===== src/rtl/gpio_irq_pkg.sv =====
package gpio_irq_pkg;
  localparam int WIN_BITS = 12;
  localparam logic [WIN_BITS-1:0] OFS_IO  = 12'h004;
  localparam logic [WIN_BITS-1:0] OFS_CFG = 12'h008;
  localparam logic [WIN_BITS-1:0] OFS_ST  = 12'h00C;

  localparam int CFG_W    = 8;
  localparam int B_EN     = 0;
  localparam int B_POL    = 1;
  localparam int B_MODE   = 2;
  localparam int B_RAW    = 4;
  localparam int B_TGT    = 5;
  localparam logic [2:0] TGT_HOST = 3'd3;

  typedef enum logic [1:0] {
    DET_LEVEL = 2'd0,
    DET_RISE  = 2'd1,
    DET_FALL  = 2'd2,
    DET_BOTH  = 2'd3
  } det_mode_e;
endpackage


===== src/rtl/gpio_sync.sv =====
module gpio_sync #(
  parameter int W      = 8,
  parameter int STAGES = 2
) (
  input  logic         clk,
  input  logic         rst,
  input  logic [W-1:0] d,
  output logic [W-1:0] q
);
  logic [W-1:0] stg [STAGES];

  always_ff @(posedge clk) begin
    if (rst) begin
      for (int s = 0; s < STAGES; s++) stg[s] <= '0;
    end else begin
      stg[0] <= d;
      for (int s = 1; s < STAGES; s++) stg[s] <= stg[s-1];
    end
  end

  assign q = stg[STAGES-1];
endmodule


===== src/rtl/gpio_pin_cell.sv =====
module gpio_pin_cell
  import gpio_irq_pkg::*;
(
  input  logic             clk,
  input  logic             rst,
  input  logic             sin,
  input  logic             wr_io,
  input  logic             wr_cfg,
  input  logic             wr_st,
  input  logic [CFG_W-1:0] wdata,
  output logic             out_q,
  output logic [CFG_W-1:0] cfg_q,
  output logic             st_q,
  output logic             irq_req
);
  logic      prev;
  logic      evt;
  det_mode_e mode;

  assign mode = det_mode_e'(cfg_q[B_MODE +: 2]);

  always_comb begin
    unique case (mode)
      DET_LEVEL: evt = (sin == cfg_q[B_POL]);
      DET_RISE:  evt = sin & ~prev;
      DET_FALL:  evt = ~sin & prev;
      default:   evt = sin ^ prev;
    endcase
  end

  always_ff @(posedge clk) begin
    if (rst) begin
      prev  <= 1'b0;
      out_q <= 1'b0;
      cfg_q <= '0;
      st_q  <= 1'b0;
    end else begin
      prev <= sin;
      if (wr_io)  out_q <= wdata[1];
      if (wr_cfg) cfg_q <= wdata;
      if (cfg_q[B_RAW] && evt)       st_q <= 1'b1;
      else if (wr_st && !wdata[0])   st_q <= 1'b0;
    end
  end

  assign irq_req = st_q & cfg_q[B_EN] & (cfg_q[B_TGT +: 3] == TGT_HOST);

  a_r6_set_needs_latch: assert property (@(posedge clk) disable iff (rst)
    $rose(st_q) |-> $past(cfg_q[B_RAW]));
  a_r8_event_beats_clear: assert property (@(posedge clk) disable iff (rst)
    (cfg_q[B_RAW] && evt && wr_st) |=> st_q);
  a_r3_out_holds: assert property (@(posedge clk) disable iff (rst)
    !wr_io |=> $stable(out_q));
  a_r5_rise_latches: assert property (@(posedge clk) disable iff (rst)
    (mode == DET_RISE && cfg_q[B_RAW] && !wr_cfg && $rose(sin)) |=> st_q);
endmodule


===== src/rtl/gpio_irq_ctrl.sv =====
module gpio_irq_ctrl
  import gpio_irq_pkg::*;
#(
  parameter int NUM_PINS = 8,
  parameter int ADDR_W   = 16
) (
  input  logic                clk,
  input  logic                rst,
  input  logic [ADDR_W-1:0]   bus_addr,
  input  logic                bus_wr,
  input  logic [31:0]         bus_wdata,
  input  logic                bus_rd,
  output logic [31:0]         bus_rdata,
  input  logic [NUM_PINS-1:0] pin_in,
  output logic [NUM_PINS-1:0] pin_out,
  output logic                host_irq
);
  localparam int IDX_W = ADDR_W - WIN_BITS;

  logic [IDX_W-1:0]    idx;
  logic [WIN_BITS-1:0] ofs;
  logic                pin_ok;
  logic [NUM_PINS-1:0] sin_v, out_v, st_v, req_v;
  logic [NUM_PINS-1:0] wr_io_v, wr_cfg_v, wr_st_v;
  logic [CFG_W-1:0]    cfg_a [NUM_PINS];
  logic [31:0]         rd_mux;
  logic                unused_wdata_hi;

  assign idx    = bus_addr[ADDR_W-1:WIN_BITS];
  assign ofs    = bus_addr[WIN_BITS-1:0];
  assign pin_ok = (32'(idx) < NUM_PINS);
  assign unused_wdata_hi = ^bus_wdata[31:CFG_W];

  gpio_sync #(.W(NUM_PINS), .STAGES(2)) u_sync (
    .clk(clk), .rst(rst), .d(pin_in), .q(sin_v)
  );

  for (genvar p = 0; p < NUM_PINS; p++) begin : g_pin
    logic sel;
    assign sel         = bus_wr && pin_ok && (idx == IDX_W'(p));
    assign wr_io_v[p]  = sel && (ofs == OFS_IO);
    assign wr_cfg_v[p] = sel && (ofs == OFS_CFG);
    assign wr_st_v[p]  = sel && (ofs == OFS_ST);

    gpio_pin_cell u_cell (
      .clk(clk), .rst(rst), .sin(sin_v[p]),
      .wr_io(wr_io_v[p]), .wr_cfg(wr_cfg_v[p]), .wr_st(wr_st_v[p]),
      .wdata(bus_wdata[CFG_W-1:0]),
      .out_q(out_v[p]), .cfg_q(cfg_a[p]), .st_q(st_v[p]), .irq_req(req_v[p])
    );
  end

  always_comb begin
    rd_mux = '0;
    for (int p = 0; p < NUM_PINS; p++) begin
      if (pin_ok && idx == IDX_W'(p)) begin
        case (ofs)
          OFS_IO:  rd_mux = {30'b0, out_v[p], sin_v[p]};
          OFS_CFG: rd_mux = {{(32-CFG_W){1'b0}}, cfg_a[p]};
          OFS_ST:  rd_mux = {31'b0, st_v[p]};
          default: rd_mux = '0;
        endcase
      end
    end
  end

  always_ff @(posedge clk) begin
    if (rst) begin
      bus_rdata <= '0;
      host_irq  <= 1'b0;
    end else begin
      bus_rdata <= bus_rd ? rd_mux : '0;
      host_irq  <= |req_v;
    end
  end

  assign pin_out = out_v;

  a_r9_irq_follows_request: assert property (@(posedge clk) disable iff (rst)
    host_irq == $past(|req_v));
  a_r10_unmapped_reads_zero: assert property (@(posedge clk) disable iff (rst)
    (bus_rd && !pin_ok) |=> bus_rdata == 32'd0);
  a_r10_unmapped_write_no_strobe: assert property (@(posedge clk) disable iff (rst)
    (bus_wr && !pin_ok) |-> (wr_io_v == '0 && wr_cfg_v == '0 && wr_st_v == '0));
  a_r2_one_strobe: assert property (@(posedge clk) disable iff (rst)
    $onehot0({wr_io_v, wr_cfg_v, wr_st_v}));
endmodule


===== config.mk =====
export PLATFORM = sky130hd
export DESIGN_NAME = gpio_irq_ctrl
export DESIGN_NICKNAME = d
export VERILOG_FILES = /design/src/rtl/gpio_irq_pkg.sv /design/src/rtl/gpio_sync.sv /design/src/rtl/gpio_pin_cell.sv /design/src/rtl/gpio_irq_ctrl.sv
export SDC_FILE = /design/constraint.sdc
export NUM_CORES = 1
export LEC_CHECK = 0
export BUFFER_PORTS_ARGS = -buffer_cell sky130_fd_sc_hd__buf_2
export CELL_PAD_IN_SITES_DETAIL_PLACEMENT = 0
export CELL_PAD_IN_SITES_GLOBAL_PLACEMENT = 1
export CORE_MARGIN = 2
export CORE_UTILIZATION = 30
export CTS_BUF_LIST = sky130_fd_sc_hd__clkbuf_8
export DETAILED_ROUTE_END_ITERATION = 10
export PLACE_DENSITY_LB_ADDON = 0.1
export SLEW_MARGIN = 10
export SYNTH_ARGS = -nofsm -noshare
export SYNTH_HDL_FRONTEND = slang
export SYNTH_SLANG_ARGS = --single-unit

===== constraint.sdc =====
create_clock -name clk -period 6.43 [get_ports clk]
set_input_delay 0.9645 -clock clk [delete_from_list [all_inputs] [get_ports clk]]
set_output_delay 0.9645 -clock clk [all_outputs]
set_load 0.02 [all_outputs]

==> impl_metrics.toml, run 1 <==
[status]
result_of_the_run = "finished clean"

[layout]
proportion_of_layout_cells_with_a_drive_suffix_above_1 = 0.148
syn2layout_area_growth_pct = 10.6
leading_cell_type_in_the_layout_fill_and_taps_excluded = "sky130_fd_sc_hd__dfxtp_1"
layout_fillers = 1949
finalInstanceArea_sq_mm = 0.00610
num-nets-final = 740
diodes = 0
final_cell_mix = "113 x sky130_fd_sc_hd__dfxtp_1, 80 x sky130_fd_sc_hd__nand2_1, 76 x sky130_fd_sc_hd__o21ai_0"
ff_latch_area_sq_mm = 0.00226
multi_input_comb_area_sq_mm = 0.00285

[power_and_ir_drop]
peak_supply_drop_v = 0.000134
powerDensity_mw_per_mm2 = 235
cellLeakagePower_nw = 2.34

[clock_tree]
clk_transition_reported_paths_ns = 0.07
cts_hold_buf = 0
clock_latency_of_the_later_clocked_register_in_the_worst_skew_pair_ns = 0.45
cts_post_setup_buffers_inserted = 0
clock_tree_root = "sky130_fd_sc_hd__clkbuf_8"
cts_resized = 0
tritoncts_clock_tree = "done"
cts_htree_levels = 4
total_clock_sinks = 113
cts_max_path_buffers = 2
num_cts_buffers = 17

[detailed_routing]
dr_total_vias = 4482
drt-vias-per-instance = 4.95
route.final.wire_length_um = 16400
drcViolationCount = 0
wire_per_inst_um = 18.1
detailedRoute.firstIterationViolations = 452
route.antenna.remaining_nets = 0
drt_pre_antenna_iters = 5

[logic_synthesis]
synth_seq_cells = 113
ys_async_sr_fraction = 0
synth_flop_cell = "sky130_fd_sc_hd__dfxtp_1"
share_of_the_yosys_chip_area_belonging_to_registers = 0.410
synthesis.yosys.warnings = 0
synth_cell_type_count = 42
post_synth_edffs = 0
post_synth_instance_area_sq_mm = 0.00551
syn_inst = 647
avgSynthCellArea_sq_um = 8.52

[floorplan]
die_area_sq_mm = 0.0195
die_width_um = 140
coreArea_sq_mm = 0.0180
ioPinCount = 101
start_util = 0.306
num_rows = 49
die_span_y_um = 140

[worst_hold_path]
hold_class = "register to register"

[sta]
final.min_clock_period_ns = 3.27
fmaxAchievable_mhz = 306
timing.final.crit_share = 0.508
finalMaxSlewViolations = 0
hold_viol_final = 0
max_slew.worst_pin.slew_ns = 1.04
rsz_0062_raised_after_global_routing = "false"
timing.final.setup_violations = 0
skew_ns = 0.00817
final.setup.tns_ns = 0
worst_slew_margin_rel = 0.302

[global_routing]
grt_usage = 0.172
grt_pass1_wl_um = 25400
grt_max_degree = 55
antenna_found_initial = 0
grt_remaining_overflow = 0
first_global_vias = 4196

[setup_path]
worst-endpoint-required_ns = 6.75
cp_slowest_cell = "sky130_fd_sc_hd__or3_1"
most_numerous_cell_on_the_critical_path = "sky130_fd_sc_hd__or3_1"
worstSetupStartpointType = "primary input"
critPathMaxStageDelay_ns = 0.68
class_of_the_most_critical_setup_path = "primary input to register"
cp.arrival_ns = 3.59
crit_path_cell_trace = "buf_2, or4_1, or3_1, or2_4, or3_1, mux2i_1, nor2_1"
cp_max_fo = 48
end_kind = "register"

[placed_design]
final_weighted_congestion_in_routability_driven_placement = 0.770
io_buffers = 52
placement.cell_area_sq_mm = 0.00573
place_hpwl_um = 11400

[job]
drv.max_cap_violation_count = 0
==> worst max-delay path: cells and delay by family <==
kind	cells	cell delay, ns
buffers and inverters	1	0.10
and+or+nand+nor	5	2.28
muxes	1	0.24
==> cells in the mapped netlist (2+ instances only) <==
cell type | number | area, sq um
sky130_fd_sc_hd__dfxtp_1 | 113 | 2260
sky130_fd_sc_hd__nand2_1 | 80 | 300
sky130_fd_sc_hd__o21ai_0 | 76 | 380
sky130_fd_sc_hd__a21oi_1 | 62 | 310
sky130_fd_sc_hd__nor2_1 | 57 | 214
sky130_fd_sc_hd__clkbuf_1 | 40 | 150
sky130_fd_sc_hd__mux2i_1 | 34 | 340
sky130_fd_sc_hd__buf_4 | 32 | 240
sky130_fd_sc_hd__nor2b_1 | 22 | 138
sky130_fd_sc_hd__ha_1 | 16 | 200
sky130_fd_sc_hd__inv_1 | 16 | 60.1
sky130_fd_sc_hd__mux4_2 | 13 | 293
sky130_fd_sc_hd__a22oi_1 | 9 | 67.6
sky130_fd_sc_hd__o211ai_1 | 8 | 60.1
sky130_fd_sc_hd__xor2_1 | 8 | 70.1
sky130_fd_sc_hd__nand3_1 | 7 | 35.0
sky130_fd_sc_hd__or3_1 | 7 | 43.8
sky130_fd_sc_hd__nor3b_1 | 4 | 30.0
sky130_fd_sc_hd__o2bb2ai_1 | 4 | 35.0
sky130_fd_sc_hd__a221oi_1 | 3 | 26.3
sky130_fd_sc_hd__and4b_1 | 3 | 30.0
sky130_fd_sc_hd__buf_1 | 3 | 11.3
sky130_fd_sc_hd__nand2b_1 | 3 | 18.8
sky130_fd_sc_hd__nor3_1 | 3 | 15.0
sky130_fd_sc_hd__a31oi_1 | 2 | 12.5
sky130_fd_sc_hd__buf_6 | 2 | 22.5
sky130_fd_sc_hd__mux2_2 | 2 | 22.5
sky130_fd_sc_hd__nand4_1 | 2 | 12.5
sky130_fd_sc_hd__nor4_1 | 2 | 12.5
sky130_fd_sc_hd__or4_1 | 2 | 15.0
==> layout make-up <==
cell class / instances / share of cell area
clock inverters: 12 / 0.0152
well taps: 229 / 0.0470
multi-input cells: 463 / 0.467
flip-flops and latches: 113 / 0.371
inverters: 16 / 0.00985
clock buffers: 20 / 0.0452
repair buffers: 53 / 0.0443
==> where the power goes <==
group	switching, W	total (W)	internal, W
Combinational	0.0000649	0.0000896	0.0000247
Sequential	0.00000437	0.000710	0.000706
Clock	0.000304	0.000632	0.000329
==> state kept, by name, summed over array words and instances (netlist names) <==
signal              count
g_pin.u_cell.prev       8
host_irq                1
g_pin.u_cell.cfg_q     64
u_sync.stg             16
g_pin.u_cell.st_q       8
bus_rdata               8
g_pin.u_cell.out_q      8
==> per-layer routing <==
metal  up-vias  wire [um]  global-route usage
met1      2136       7910               0.238
li1       2209          -                   -
met5         -          0                   0
met2       119       7580               0.268
met3        18        734              0.0427
met4         0        211              0.0495
==> stage by stage <==
stage	std cells	worst slack [ns]	util	power, W	hold WS, ns
after detailed placement	874	2.66	0.318	0.000817	0.424
after global placement	874	2.67	0.318	0.000816	0.421
after floorplan	670	3.23	-	0.000796	0.414
after global routing	906	3.04	0.338	0.00150	0.461
final	906	3.16	0.338	0.00143	0.438
after CTS	906	3.14	0.338	0.00145	0.442
==> final timing paths <==
check                                                to                                from  slack (ns)  cells after the start
setup / recovery  g_pin[7].u_cell.cfg_q[2]$_SDFFE_PP0P_                         bus_addr[5]        3.16                      7
hold / removal             u_sync.stg[0][10]$_SDFF_PP0_         u_sync.stg[0][2]$_SDFF_PP0_        0.44                      1
setup reg to reg                bus_rdata[1]$_SDFF_PP0_  g_pin[1].u_cell.out_q$_SDFFE_PP0P_        4.87                      5
hold reg to reg            u_sync.stg[0][10]$_SDFF_PP0_         u_sync.stg[0][2]$_SDFF_PP0_        0.44                      1
==> cell families (layout without fill, tap and decap cells) <==
| kind of cell | Yosys count | count (layout) | synth area share |
|---|---|---|---|
| simple gates | 196 | 196 | 0.162 |
| compound gates | 170 | 170 | 0.170 |
| mux | 49 | 49 | 0.119 |
| fa+ha+maj | 16 | 16 | 0.0363 |
| buf+inv | 94 | 101 | 0.0887 |
| xor+xnor | 8 | 8 | 0.0127 |
| other cells | 1 | 24 | 0.000680 |
| flops | 113 | 113 | 0.410 |
No activity file was read; power rests on OpenSTA's default activity.
==> run 2: changes to the inputs <==
Clock period 6.43 ns to 3.2 ns, I/O delays scaled along.
==> run 2 against run 1 <==
- design area rose by 2.7%
- die area did not move
- worst setup slack got worse by 2.4 ns
- highest routed layer unchanged
- critical path depth did not move
- hold slack got worse by 0.20 ns
- count of clock-buffer cells in the layout rose by 2
- clock power rose by 100%
- critical endpoint is now g_pin[7].u_cell.cfg_q[7]$_SDFFE_PP0P_
- combinational power rose by 110%
- clock skew rose by 0.00083 ns
- sequential power rose by 100%
- first-iteration DRC count fell by 8.8%
- total power rose by 100%
==> impl_metrics.toml, run 2 (synthesized netlist as in run 1, its figures left out) <==
[status]
result_of_the_run = "finished clean"

[layout]
num-nets-final = 760
syn2layout_area_growth_pct = 13.6
final_cell_mix = "113 x sky130_fd_sc_hd__dfxtp_1, 80 x sky130_fd_sc_hd__nand2_1, 76 x sky130_fd_sc_hd__o21ai_0"
diodes = 0
final_non_filler_cells = 926
largest_reg_flops = 64
leading_cell_type_in_the_layout_fill_and_taps_excluded = "sky130_fd_sc_hd__dfxtp_1"
largest_register = "g_pin.u_cell.cfg_q"
top_regs = "g_pin.u_cell.cfg_q (64), u_sync.stg (16)"
proportion_of_layout_cells_with_a_drive_suffix_above_1 = 0.168

[worst_hold_path]
hold_class = "primary input to register"

[detailed_routing]
detailedRoute.firstIterationViolations = 412
route.final.wire_length_um = 16800
dr_total_vias = 4599
drt_pre_antenna_iters = 5
wire_per_inst_um = 18.1
route.antenna.remaining_nets = 0
drcViolationCount = 0
drt-vias-per-instance = 4.97

[floorplan]
num_rows = 49
coreArea_sq_mm = 0.0180
die_span_y_um = 140
die_area_sq_mm = 0.0195
start_util = 0.306
ioPinCount = 101
die_width_um = 140

[setup_path]
worstSetupStartpointType = "primary input"
ff2ff_setup_slack_ns = 1.65
cp_max_fo = 8
end_kind = "register"
cp.arrival_ns = 2.73
worst-endpoint-required_ns = 3.52
class_of_the_most_critical_setup_path = "primary input to register"

[global_routing]
first_global_vias = 4421
antenna_found_initial = 0
grt_pass1_wl_um = 25700
grt_remaining_overflow = 0
grt_usage = 0.175
grt_max_degree = 56

[power_and_ir_drop]
peak_supply_drop_v = 0.000256
powerDensity_mw_per_mm2 = 461
cellLeakagePower_nw = 2.47

[clock_tree]
num_cts_buffers = 17
clock_tree_root = "sky130_fd_sc_hd__clkbuf_8"
clk_transition_reported_paths_ns = 0.07
cts_post_setup_buffers_inserted = 0
cts_htree_levels = 4
clock_latency_of_the_later_clocked_register_in_the_worst_skew_pair_ns = 0.45
cts_max_path_buffers = 2
cts_resized = 0
cts_hold_buf = 0
tritoncts_clock_tree = "done"
total_clock_sinks = 113

[placed_design]
place_hpwl_um = 11800
io_buffers = 52
post_place_cells = 894
final_weighted_congestion_in_routability_driven_placement = 0.786

[job]
drv.max_cap_violation_count = 0

[sta]
final.setup.tns_ns = 0
max_slew.worst_pin.slew_ns = 0.760
rsz_0062_raised_after_global_routing = "false"
worst_slew_margin_rel = 0.489
finalMaxSlewViolations = 0
hold_viol_final = 0
fmaxAchievable_mhz = 414
final.min_clock_period_ns = 2.41
timing.final.setup_violations = 0
skew_ns = 0.00900
timing.final.crit_share = 0.755
run 2: layer usage:
metal / share of wire / routed length [um] / track usage / vias up
met5: 0 / 0 / 0 / -
met4: 0.019 / 311 / 0.0658 / 0
met3: 0.036 / 597 / 0.0330 / 20
li1: - / - / - / 2248
met2: 0.45 / 7590 / 0.274 / 111
met1: 0.49 / 8290 / 0.240 / 2220
run 2: area by class of cell:
cell class                      instances  area, sq um
Multi-Input combinational cell        463         2850
Tap cell                              229          287
Inverter                               16         60.1
Sequential cell                       113         2260
Fill cell                            1908        11800
Clock inverter                         10         68.8
Timing Repair Buffer                   73          433
Clock buffer                           22          303
run 2: critical path, stage by stage:
cell,delay (ns)
sky130_fd_sc_hd__buf_2,0.09
sky130_fd_sc_hd__or4_1,0.56
sky130_fd_sc_hd__or3_1,0.41
sky130_fd_sc_hd__or2_4,0.26
sky130_fd_sc_hd__or3_1,0.62
sky130_fd_sc_hd__mux2i_1,0.25
sky130_fd_sc_hd__nor2_1,0.06
run 2: power breakdown:
part	switching (W)	total (W)	leakage (nW)	internal [W]
Combinational	0.000132	0.000186	1.35	0.0000538
Clock	0.000579	0.00128	0.215	0.000697
Sequential	0.00000881	0.00143	0.914	0.00142
run 2: per-stage QoR:
step	area, sq um	power [W]	setup WS, ns	utilization	hold WS, ns
3_3_place_gp	5890	0.00164	0.363	0.327	0.420
6_report	6260	0.00289	0.785	0.347	0.236
4_1_cts	6260	0.00293	0.774	0.347	0.217
3_5_place_dp	5890	0.00165	0.303	0.327	0.426
2_1_floorplan	5600	0.00160	0.487	-	0.414
5_1_grt	6260	0.00301	0.689	0.347	0.226
run 2: worst paths after layout:
path / depth (start not counted) / start / end
worst min register to register: 1 / u_sync.stg[0][5]$_SDFF_PP0_ / u_sync.stg[0][13]$_SDFF_PP0_
worst max-delay path: 7 / bus_addr[5] / g_pin[7].u_cell.cfg_q[7]$_SDFFE_PP0P_
worst min-delay path: 2 / pin_in[3] / u_sync.stg[0][3]$_SDFF_PP0_
worst max register to register: 5 / g_pin[1].u_cell.out_q$_SDFFE_PP0P_ / bus_rdata[1]$_SDFF_PP0_
==> run 3: changes to the inputs <==
Clock period 3.2 ns to 2.4 ns, I/O delays scaled along.
==> run 3 against run 2 <==
- sequential share of layout area is 1.1 points lower
- largest cell class unchanged
- combinational power increased by 41%
- die area unchanged
- critical path type unchanged
==> impl_metrics.toml, run 3 (synthesized netlist as in run 1, its figures left out) <==
[status]
result_of_the_run = "finished clean"

[sta]
final.setup.tns_ns = 0
max_slew.worst_pin.slew_ns = 1.15
timing.final.crit_share = 0.905
fmaxAchievable_mhz = 460
hold_viol_final = 0
timing.final.setup_violations = 0
rsz_0062_raised_after_global_routing = "false"
finalMaxSlewViolations = 0
worst_slew_margin_rel = 0.232
skew_ns = 0.0105
final.min_clock_period_ns = 2.17

[detailed_routing]
wire_per_inst_um = 18.0
drt-vias-per-instance = 4.96
route.antenna.remaining_nets = 0
m1WireLength_um = 8130
detailedRoute.firstIterationViolations = 331
drt_pre_antenna_iters = 4
dr_total_vias = 4668
route.met2.wl_um = 7690
route.final.wire_length_um = 17000
drcViolationCount = 0
routed-wl-met3_um = 747
top_signal_layer_used = "met4"

[setup_path]
worstSetupStartpointType = "primary input"
cp-startpoint = "bus_addr[9]"
ff2ff_setup_slack_ns = 0.84
cp_slowest_cell = "sky130_fd_sc_hd__or4_4"
worst-r2r-cell-count = 5
cp_max_fo = 8
critPathMaxStageDelay_ns = 0.53
class_of_the_most_critical_setup_path = "primary input to register"
crit_path_cell_trace = "buf_2, or4_4, or3_1, or2_4, or3_1, buf_4, mux2i_1, nor2_1"
end_kind = "register"
crit-reg2reg-capture = "bus_rdata[1]$_SDFF_PP0_"
endpoint = "g_pin[7].u_cell.cfg_q[2]$_SDFFE_PP0P_"
worst-endpoint-required_ns = 2.71
cp.arrival_ns = 2.48
r2r_start = "g_pin[1].u_cell.out_q$_SDFFE_PP0P_"
most_numerous_cell_on_the_critical_path = "sky130_fd_sc_hd__or3_1"

[floorplan]
coreArea_sq_mm = 0.0180
die_span_y_um = 140
ioPinCount = 101
die_area_sq_mm = 0.0195
num_rows = 49
start_util = 0.306
die_width_um = 140

[global_routing]
grt_max_degree = 106
grt_usage = 0.179
first_global_vias = 4544
grt_pass1_wl_um = 26500
grt_remaining_overflow = 0
antenna_found_initial = 0

[power_and_ir_drop]
peak_supply_drop_v = 0.000329
powerDensity_mw_per_mm2 = 646
cellLeakagePower_nw = 2.56
power_total_w = 0.00417

[clock_tree]
cts_post_setup_buffers_inserted = 0
clock_latency_of_the_later_clocked_register_in_the_worst_skew_pair_ns = 0.44
cts_hold_buf = 0
cts_max_path_buffers = 2
clock_tree_root = "sky130_fd_sc_hd__clkbuf_8"
total_clock_sinks = 113
tritoncts_clock_tree = "done"
cts_htree_levels = 4
num_cts_buffers = 17
clk_transition_reported_paths_ns = 0.07
cts_resized = 0

[layout]
final_util = 0.358
ff_latch_area_sq_mm = 0.00226
leading_cell_type_in_the_layout_fill_and_taps_excluded = "sky130_fd_sc_hd__dfxtp_1"
syn2layout_area_growth_pct = 17.1
final_non_filler_cells = 942
largest_register = "g_pin.u_cell.cfg_q"
proportion_of_layout_cells_with_a_drive_suffix_above_1 = 0.194
top_regs = "g_pin.u_cell.cfg_q (64), u_sync.stg (16)"
final_cell_mix = "113 x sky130_fd_sc_hd__dfxtp_1, 80 x sky130_fd_sc_hd__nand2_1, 76 x sky130_fd_sc_hd__o21ai_0"
multi_input_comb_area_sq_mm = 0.00285
finalInstanceArea_sq_mm = 0.00646
num-nets-final = 777
diodes = 0
largest_reg_flops = 64
layout_fillers = 1894

[placed_design]
final_weighted_congestion_in_routability_driven_placement = 0.824
io_buffers = 52
place_hpwl_um = 12200
placement.cell_area_sq_mm = 0.00602
post_place_cells = 911

[worst_hold_path]
hold_class = "primary input to register"

[job]
drv.max_cap_violation_count = 0
## run 3: cell types whose count changed in the layout (fill, tap and decap cells not counted), moves of 2 or more
cell,previous run,this run
sky130_fd_sc_hd__inv_1,21,17
sky130_fd_sc_hd__buf_4,21,38
sky130_fd_sc_hd__clkinvlp_4,0,3
sky130_fd_sc_hd__bufinv_16,1,4
sky130_fd_sc_hd__clkbuf_8,22,20
## run 3: where the power goes
group / internal [W] / switching (W) / total, W
clock: 0.00120 / 0.000807 / 0.00201
combinational: 0.0000808 / 0.000181 / 0.000262
sequential: 0.00189 / 0.0000115 / 0.00190
total: 0.00317 / 0.00100 / 0.00417
## run 3: area by class of cell
type | instances | area share
clock buffer | 20 | 0.0426
clock inverter | 11 | 0.0250
inverter | 16 | 0.00930
multi-input combinational | 463 | 0.442
sequential | 113 | 0.350
tap | 229 | 0.0444
timing repair buffer | 90 | 0.0868
## run 3: worst min path at each step
| stage | end | slack (ns) | from | cells after the start |
|---|---|---|---|---|
| 3_3_place_gp | u_sync.stg[0][10]$_SDFF_PP0_ | 0.42 | u_sync.stg[0][2]$_SDFF_PP0_ | 1 |
| 4_1_cts | u_sync.stg[0][2]$_SDFF_PP0_ | 0.1 | pin_in[2] | 2 |
| 6_report | u_sync.stg[0][2]$_SDFF_PP0_ | 0.12 | pin_in[2] | 2 |
| 2_1_floorplan | u_sync.stg[0][10]$_SDFF_PP0_ | 0.41 | u_sync.stg[0][2]$_SDFF_PP0_ | 1 |
| 5_1_grt | u_sync.stg[0][4]$_SDFF_PP0_ | 0.11 | pin_in[4] | 2 |
| 3_5_place_dp | u_sync.stg[0][10]$_SDFF_PP0_ | 0.42 | u_sync.stg[0][2]$_SDFF_PP0_ | 1 |
## run 3: critical path, delay by kind of cell
family | cells | cell delay (ns)
and+or+nand+nor | 5 | 1.67
buffers and inverters | 2 | 0.30
muxes | 1 | 0.16
## run 3: per-layer routing
layer	vias up	GRT usage
met5	-	0
met1	2215	0.240
met4	0	0.0716
li1	2290	-
met3	24	0.0372
met2	139	0.282
## run 3: through the flow
stage	setup WS (ns)	hold slack, ns
2_1_floorplan	-0.120	0.414
3_5_place_dp	-0.200	0.423
6_report	0.228	0.118
3_3_place_gp	-0.177	0.419
5_1_grt	0.177	0.112
4_1_cts	0.257	0.0966
